**src/rtl/usb_role_pkg.sv**
```systemverilog
package usb_role_pkg;
  localparam int ADDR_MODE = 0;
  localparam int ADDR_PWR  = 4;
  localparam int ADDR_TMO  = 8;
  localparam int BIT_OVR_SEL = 7;
  localparam int BIT_OVR_ID  = 8;
  localparam int BIT_PULL    = 6;
  localparam int BIT_SESS    = 0;
  localparam int RETRY_MAX = 3;
  localparam int RETRY_W   = 2;

  typedef enum logic [2:0] {
    HS_IDLE = 3'd0,
    HS_WAIT = 3'd1,
    HS_OFF  = 3'd2,
    HS_UP   = 3'd3,
    HS_FAIL = 3'd4
  } host_st_e;
endpackage

```
**src/rtl/usb_role_regs.sv**
```systemverilog
module usb_role_regs
  import usb_role_pkg::*;
#(
  parameter int AW = 4,
  parameter int TW = 16,
  parameter int TO_RST = 65535
) (
  input  logic          clk,
  input  logic          rst_n,
  input  logic          wr,
  input  logic [AW-1:0] addr,
  input  logic [31:0]   wdata,
  output logic [31:0]   rdata,
  output logic          ovr_sel,
  output logic          ovr_id,
  output logic          pull_req,
  output logic          sess_act,
  output logic          start_pls,
  output logic [TW-1:0] timeout
);
  localparam logic [AW-1:0] A_MODE = AW'(ADDR_MODE);
  localparam logic [AW-1:0] A_PWR  = AW'(ADDR_PWR);
  localparam logic [AW-1:0] A_TMO  = AW'(ADDR_TMO);

  always_ff @(posedge clk) begin
    if (!rst_n) begin
      ovr_sel  <= 1'b0;
      ovr_id   <= 1'b0;
      pull_req <= 1'b0;
      sess_act <= 1'b0;
      timeout  <= TW'(TO_RST);
    end else if (wr) begin
      case (addr)
        A_MODE: begin
          ovr_sel <= wdata[BIT_OVR_SEL];
          ovr_id  <= wdata[BIT_OVR_ID];
        end
        A_PWR: begin
          pull_req <= wdata[BIT_PULL];
          sess_act <= wdata[BIT_SESS];
        end
        A_TMO: timeout <= wdata[TW-1:0];
        default: ;
      endcase
    end
  end

  assign start_pls = wr && (addr == A_PWR) && wdata[BIT_SESS];

  always_comb begin
    rdata = '0;
    case (addr)
      A_MODE: begin
        rdata[BIT_OVR_SEL] = ovr_sel;
        rdata[BIT_OVR_ID]  = ovr_id;
      end
      A_PWR: begin
        rdata[BIT_PULL] = pull_req;
        rdata[BIT_SESS] = sess_act;
      end
      A_TMO: rdata[TW-1:0] = timeout;
      default: ;
    endcase
  end
endmodule

```
**src/rtl/usb_role_arb.sv**
```systemverilog
module usb_role_arb (
  input  logic clk,
  input  logic rst_n,
  input  logic phy_id,
  input  logic vbus_valid,
  input  logic ovr_sel,
  input  logic ovr_id,
  input  logic sess_act,
  input  logic pull_req,
  output logic ctl_id,
  output logic role_dev,
  output logic role_chg,
  output logic dp_pullup
);
  logic eff_id;
  logic next_dev;

  assign eff_id   = ovr_sel ? ovr_id : phy_id;
  assign ctl_id   = eff_id;
  // VBUS already present means another host supplies it: stay a peripheral
  assign next_dev = eff_id | vbus_valid;
  assign role_chg = !sess_act && (next_dev != role_dev);

  always_ff @(posedge clk) begin
    if (!rst_n)         role_dev <= 1'b1;
    else if (!sess_act) role_dev <= next_dev;
  end

  assign dp_pullup = pull_req & role_dev;
endmodule

```
**src/rtl/usb_role_vbus_fsm.sv**
```systemverilog
module usb_role_vbus_fsm
  import usb_role_pkg::*;
#(
  parameter int TW = 16
) (
  input  logic               clk,
  input  logic               rst_n,
  input  logic               host_sess,
  input  logic               clr,
  input  logic               vbus_valid,
  input  logic [TW-1:0]      timeout,
  output logic               vbus_drive,
  output logic               vbus_err,
  output logic [RETRY_W-1:0] retry_cnt
);
  localparam logic [RETRY_W-1:0] RMAX = RETRY_W'(RETRY_MAX);

  host_st_e      st;
  logic [TW-1:0] cnt;
  logic          fault;

  assign fault = ((st == HS_WAIT) && !vbus_valid && (cnt == timeout - TW'(1)))
              || ((st == HS_UP) && !vbus_valid);

  always_ff @(posedge clk) begin
    if (!rst_n) begin
      st        <= HS_IDLE;
      cnt       <= '0;
      vbus_err  <= 1'b0;
      retry_cnt <= '0;
    end else if (clr) begin
      st        <= HS_IDLE;
      cnt       <= '0;
      vbus_err  <= 1'b0;
      retry_cnt <= '0;
    end else if (!host_sess) begin
      st  <= HS_IDLE;
      cnt <= '0;
    end else if (fault) begin
      cnt <= '0;
      if (retry_cnt == RMAX) begin
        vbus_err <= 1'b1;
        st       <= HS_FAIL;
      end else begin
        retry_cnt <= retry_cnt + RETRY_W'(1);
        st        <= HS_OFF;
      end
    end else begin
      case (st)
        HS_IDLE, HS_OFF: begin
          st  <= HS_WAIT;
          cnt <= '0;
        end
        HS_WAIT: begin
          if (vbus_valid) st <= HS_UP;
          cnt <= cnt + TW'(1);
        end
        default: ;
      endcase
    end
  end

  assign vbus_drive = (st == HS_WAIT) || (st == HS_UP);
endmodule

```
**src/rtl/usb_role_select.sv**
```systemverilog
module usb_role_select
  import usb_role_pkg::*;
#(
  parameter int AW = 4,
  parameter int TW = 16,
  parameter int TO_RST = 65535
) (
  input  logic               clk,
  input  logic               rst_n,
  input  logic               bus_wr,
  input  logic [AW-1:0]      bus_addr,
  input  logic [31:0]        bus_wdata,
  output logic [31:0]        bus_rdata,
  input  logic               phy_id,
  input  logic               phy_vbus_valid,
  output logic               ctl_id,
  output logic               role_dev,
  output logic               vbus_drive,
  output logic               vbus_err,
  output logic [RETRY_W-1:0] retry_cnt,
  output logic               dp_pullup
);
  logic          ovr_sel, ovr_id, pull_req, sess_act, start_pls, role_chg;
  logic [TW-1:0] timeout;

  usb_role_regs #(.AW(AW), .TW(TW), .TO_RST(TO_RST)) u_regs (
    .clk(clk), .rst_n(rst_n), .wr(bus_wr), .addr(bus_addr),
    .wdata(bus_wdata), .rdata(bus_rdata), .ovr_sel(ovr_sel),
    .ovr_id(ovr_id), .pull_req(pull_req), .sess_act(sess_act),
    .start_pls(start_pls), .timeout(timeout)
  );

  usb_role_arb u_arb (
    .clk(clk), .rst_n(rst_n), .phy_id(phy_id), .vbus_valid(phy_vbus_valid),
    .ovr_sel(ovr_sel), .ovr_id(ovr_id), .sess_act(sess_act),
    .pull_req(pull_req), .ctl_id(ctl_id), .role_dev(role_dev),
    .role_chg(role_chg), .dp_pullup(dp_pullup)
  );

  usb_role_vbus_fsm #(.TW(TW)) u_vbus (
    .clk(clk), .rst_n(rst_n), .host_sess(sess_act && !role_dev),
    .clr(start_pls || role_chg), .vbus_valid(phy_vbus_valid),
    .timeout(timeout), .vbus_drive(vbus_drive), .vbus_err(vbus_err),
    .retry_cnt(retry_cnt)
  );
endmodule

```
**config.mk**
```make
export PLATFORM = sky130hd
export DESIGN_NAME = usb_role_select
export DESIGN_NICKNAME = d
export VERILOG_FILES = /design/src/rtl/usb_role_pkg.sv /design/src/rtl/usb_role_regs.sv /design/src/rtl/usb_role_arb.sv /design/src/rtl/usb_role_vbus_fsm.sv /design/src/rtl/usb_role_select.sv
export SDC_FILE = /design/constraint.sdc
export NUM_CORES = 1
export LEC_CHECK = 0
export ABC_CLOCK_PERIOD_IN_PS = 3800
export BUFFER_PORTS_ARGS = -buffer_cell sky130_fd_sc_hd__buf_2
export CORE_UTILIZATION = 45
export CTS_CLUSTER_SIZE = 16
export DETAILED_ROUTE_END_ITERATION = 8
export PLACE_DENSITY = 0.69
export SKIP_CTS_REPAIR_TIMING = 1
export SLEW_MARGIN = 20
export SYNTH_ARGS = -nofsm -noshare
export SYNTH_HDL_FRONTEND = slang
export SYNTH_SLANG_ARGS = --single-unit
```
**constraint.sdc**
```tcl
create_clock -name clk -period 3.8 [get_ports clk]
set_input_delay 0.19 -clock clk [delete_from_list [all_inputs] [get_ports clk]]
set_output_delay 0.19 -clock clk [all_outputs]
set_load 0.01 [all_outputs]
```
# == Yosys cells after proc, flatten, opt, wreduce, memory -nomap -nowiden ==
# Cells that the tools add are included.
# word_totals
mem_bits_rw,0
mem_count,0
word_cells,65
input_bits,41
latchBits,0
output_inout_bits,39
rom_bits,0
reg_bits,43
# classes
magnitude_cmp,0
multipliers,0
eq_ne,9
n_div,0
reduce_logical,27
n_addsub,3
shifts,0
muxes,11
n_bitwise,5
# op_table
operator,n
16-bit case mux with 2 select lines,1
"16-bit by 1-bit adder with 16-bit output, second input constant",1
16-bit == test,1
"16-bit by 1-bit subtractor with 16-bit output, second input constant",1
3-bit two-way mux,3
2-bit AND reduction,4
1-bit logical AND,7
7-bit two-way mux,1
"3-bit by 2-bit == test with 1-bit output, second input constant",2
3-bit case mux with 2 select lines,1
3-bit AND reduction,2
5-bit two-way mux,1
"4-bit by 3-bit == test with 1-bit output, second input constant",1
"4-bit == test, second input constant",1
4-bit logical NOT,1
1-bit case mux with 2 select lines,2
2-bit case mux with 2 select lines,1
2-bit OR reduction,2
4-bit OR reduction,1
"3-bit by 1-bit == test with 1-bit output, second input constant",1
1-bit logical NOT,3
3-bit logical NOT,1
1-bit logical OR,3
"3-bit by 2-bit != test with 1-bit output, second input constant",1
10 further kinds,12

# == Logic depth before layout (Yosys ltp) ==
# logic_depth
ltp_word,6
depth_mapped,11
mapped_depth_nobuf,9

# == Modules after synthesis ==
# From an unflattened synthesis, not the netlist that was laid out.
# unflattened
cells_unflattened,364
hier_area_um2,2881.5
# by_module_without_submodules
module,cells_per_inst,seq_area_each_um2,area_each_um2,instances
usb_role_vbus_fsm,218,440.4,1676.6,1
usb_role_regs,135,400.4,1108.6,1
usb_role_arb,9,20.0,83.8,1
usb_role_select,2,0.0,12.5,1

# == Least setup slack after synthesis ==
# No wires, ideal clock.
# synth_timing
path_type,register -> register
startpoint,reg u_regs.timeout[0]
endpoint,reg u_vbus.retry_cnt[0]
period_less_slack_ns,2.635
setup_time_ns,0.127
required_time_ns,3.673
n_path_buf,1
arrival_time_ns,2.508
path_stages_with_launch,11
setup_slack_ns,1.165
path_cell_list,dfxtp_1 > inv_1 > ha_1 > or3b_1 > clkbuf_1 > nor4_1 > o211ai_1 > a2111oi_0 > and3_1 > nor3_1 > or3_1
# synth_via
elab_chain_len,5
# synth_rtl
element,line,source
start: declaration,usb_role_regs.sv:19,output logic [TW-1:0] timeout
start signal: assignment,usb_role_regs.sv:31,timeout <= TW'(TO_RST);
start signal: assignment,usb_role_regs.sv:42,A_TMO: timeout <= wdata[TW-1:0];
16-bit by 1-bit subtractor with 16-bit output,usb_role_vbus_fsm.sv:22,assign fault = ((st == HS_WAIT) && !vbus_valid && (cnt == timeout - TW'(1)))
16-bit == test,usb_role_vbus_fsm.sv:22,
1-bit logical AND,usb_role_vbus_fsm.sv:22,
1-bit logical OR,usb_role_vbus_fsm.sv:23,|| ((st == HS_UP) && !vbus_valid);
3-bit AND reduction (no line),-,
end signal: assignment,usb_role_vbus_fsm.sv:45,retry_cnt <= retry_cnt + RETRY_W'(1);
end: declaration,usb_role_vbus_fsm.sv:14,output logic [RETRY_W-1:0] retry_cnt
# No other way between the ends.
# A chain may end at the register's enable or synchronous reset.

# == Worst setup path after layout ==
# layout_timing
startpoint,reg u_regs.timeout[0]
endpoint,reg u_vbus.cnt[14]
# layout_via
elab_chain_len,5
# layout_rtl
element,line,source
16-bit by 1-bit subtractor with 16-bit output,usb_role_vbus_fsm.sv:22,
16-bit == test,usb_role_vbus_fsm.sv:22,
1-bit logical AND,usb_role_vbus_fsm.sv:22,
1-bit logical OR,usb_role_vbus_fsm.sv:23,
4-bit OR reduction (no line),-,
end signal: assignment,usb_role_vbus_fsm.sv:56,cnt <= cnt + TW'(1);
end: declaration,usb_role_vbus_fsm.sv:19,logic [TW-1:0] cnt;
# No other way between the ends.

==> flow_summary.ini <==
[finish]
drive_above_1_share_pct = 18.35
n_antenna_cell = 0
area_growth_pct = 10.98
nets = 430
stdcell_area_um2 = 3062

[outcome]
status = completed

[clocking]
cts_buffer_depth = 2
clock_latency_ns = 0.30
numCtsBuffers = 5
tritoncts = built
path_clk_slew_ns = 0.08
cts.sinks = 43
cts_max_level = 2
clockRootBuffer = clkbuf_8

[placement]
port_buffers = 47
place.gp.congestion = 0.9054
dpl.hpwl_um = 4772
dpl_cell_area_um2 = 2939

[grt]
antenna_found_initial = 0
grt_pass1_wl_um = 10740
grt.busiest_layer = met2
overflow = 0
use_met3_pct = 3.750
grt_pass1_vias = 2268
grt_max_degree = 23
track_usage_pct = 21.30
grt_use_met1_pct = 28.36
grt_use_met2_pct = 35.04

[yosys]
synth_xor_area_share_pct = 7.619
synth_compound_area_share_pct = 16.37
ys_seq_area_share_pct = 31.20
postSynthCellCount = 352
synth-seq-cells = 43
muxShareOfSynthArea_pct = 1.542
synth_edf_count = 0
synth_flop_cell = dfxtp_1
ys_warn_count = 0
synth_largest_area_cell = dfxtp_1
synth_area_leaders = dfxtp_1 31%, nand2_1 7.3%, xnor2_1 5.1%
ys_types = 58
synthArstFlopShare_pct = 0
synth_top_family_by_area = simple AND/OR/NAND/NOR gates
syn_avg_cell_area_um2 = 7.838
yosys.cell_count.top_type = nand2_1
synth-simple-area-share_pct = 33.51
synth_fa_ha_area_share_pct = 1.361
yosys.area.top_type_share_pct = 31.20
synth_common_cells = 54 x nand2_1, 43 x dfxtp_1, 22 x nand3_1
synth_area_um2 = 2759

[drt]
drtIter0Drc = 207
drtPass1Iterations = 4
wl_um = 6399
avgRoutedWirePerCell_um = 13.85
drc = 0
drt-vias-per-instance = 5.584
via_count = 2580
ant_nets = 0

[floorplanning]
rows = 28
dieArea_um2 = 6448
coreArea_um2 = 5921
ios = 80
initial_core_util_pct = 46.60
fp.dieW_um = 80.30
die_h_um = 80.30

[power_and_ir_drop]
irDropWorstVdd_mv = 0.1351
leakage_nw = 1.251
p_total_mw = 0.9052
powerDensity_nw_per_um2 = 295.7

[setup_path]
cp.arrival_ns = 3.28
path_max_fanout = 17
cp-start-kind = flop
endpoint_kind = flop
cp.required_ns = 4.00
path_class = reg2reg

[timing]
post-route-period-util_pct = 81.04
finalSetupTns_ns = 0
fmax_mhz = 324.7
maxSlewViolCount = 0
hold_viol_final = 0
timing.hold.ws_ns = 0.09253
relSlewSlack_pct = 39.40
rsz0062_at_grt = false
period_minus_slack_ns = 3.080
clock-skew-final_ns = 0.005280
setup_viol_count_final = 0
tightest_slew_ns = 0.9071

[worst_hold_path]
hold_path_class = in2reg

[run]
max_cap_viol_count = 0
==> worst max-delay path, stage by stage, from the launching register on <==
cell,delay (ns)
dfxtp_1,0.39
inv_1,0.11
ha_1,0.23
or3b_1,0.52
a2111oi_0,0.48
nor4b_1,0.10
a211o_1,0.33
nand3_2,0.12
nand3_2,0.33
a311oi_1,0.36
==> power by group <==
| part | switching (mW) | internal, mW | total [mW] |
|---|---|---|---|
| Combinational | 0.0403 | 0.0270 | 0.0673 |
| Clock | 0.162 | 0.213 | 0.375 |
| Sequential | 0.00799 | 0.455 | 0.463 |
==> cell usage in the layout (no fill, tap or decap), types with 3 or more instances in the layout <==
cell / instances
nand2_1: 54
buf_2: 47
dfxtp_1: 43
nand3_1: 22
and3_1: 21
nor2_1: 19
xnor2_1: 16
conb_1: 16
nor3_1: 12
xor2_1: 8
a21oi_1: 8
nor4_1: 7
o21ai_0: 7
inv_1: 6
nor2b_1: 6
a22oi_1: 6
o211ai_1: 6
clkbuf_8: 6
and2_1: 5
nand3b_1: 5
or3_1: 4
a22o_1: 3
nor4_2: 3
or4_1: 3
nand4_1: 3
a31oi_1: 3
a21boi_0: 3
ha_1: 3
==> metal layers <==
| layer | part of all wire [%] | vias up | routed length, µm |
|---|---|---|---|
| met2 | 46 | 57 | 2933 |
| met3 | 3.6 | 9 | 232 |
| li1 | - | 1297 | - |
| met1 | 49 | 1217 | 3152 |
| met5 | 0 | - | 0 |
| met4 | 1.3 | 0 | 80 |
==> sequential cells by signal, indices dropped and copies added (netlist names) <==
name	count
u_regs.ovr_sel	1
u_arb.role_dev	1
u_regs.ovr_id	1
u_regs.pull_req	1
u_regs.sess_act	1
u_vbus.cnt	16
u_vbus.vbus_err	1
u_vbus.retry_cnt	2
u_regs.timeout	16
u_vbus.st	3
==> stage by stage <==
step                      instances  worst slack [ns]  utilization [%]
final                           462            0.7204            51.71
after global routing            462            0.3948            51.71
after CTS                       462            0.7358            51.63
after detailed placement        454            0.7966            49.64
after global placement          454            0.8477            49.64
after floorplan                 367             1.165                -
==> area by class of cell <==
type,instances,area [µm²]
clock buffers,6,82.58
repair buffers,47,235.2
multi-input cells,283,1732
flip-flops and latches,43,860.8
inverters,6,22.52
well taps,75,93.84
fillers,569,2859
clock inverters,2,35.03
==> final timing paths <==
check	startpoint	end	slack, ns	depth (start not counted)
setup / recovery	u_regs.timeout[0]	u_vbus.cnt[14]	0.72	9
hold / removal	bus_wdata[3]	u_regs.timeout[3]	0.09	3
setup reg to reg	u_regs.timeout[0]	u_vbus.cnt[14]	0.72	9
hold reg to reg	u_vbus.vbus_err	u_vbus.vbus_err	0.47	2
==> kinds of logic (layout without fill, tap and decap cells) <==
logic type,count (synthesis),count (layout)
AO/OA/AOI/OAI,60,60
XOR/XNOR,24,24
adder cells (fa/ha/maj),3,3
buffers and inverters,41,61
flip-flops,43,43
multiplexers,4,4
other,1,16
AND/OR/NAND/NOR,176,176
(Power assumes the default switching activity.)
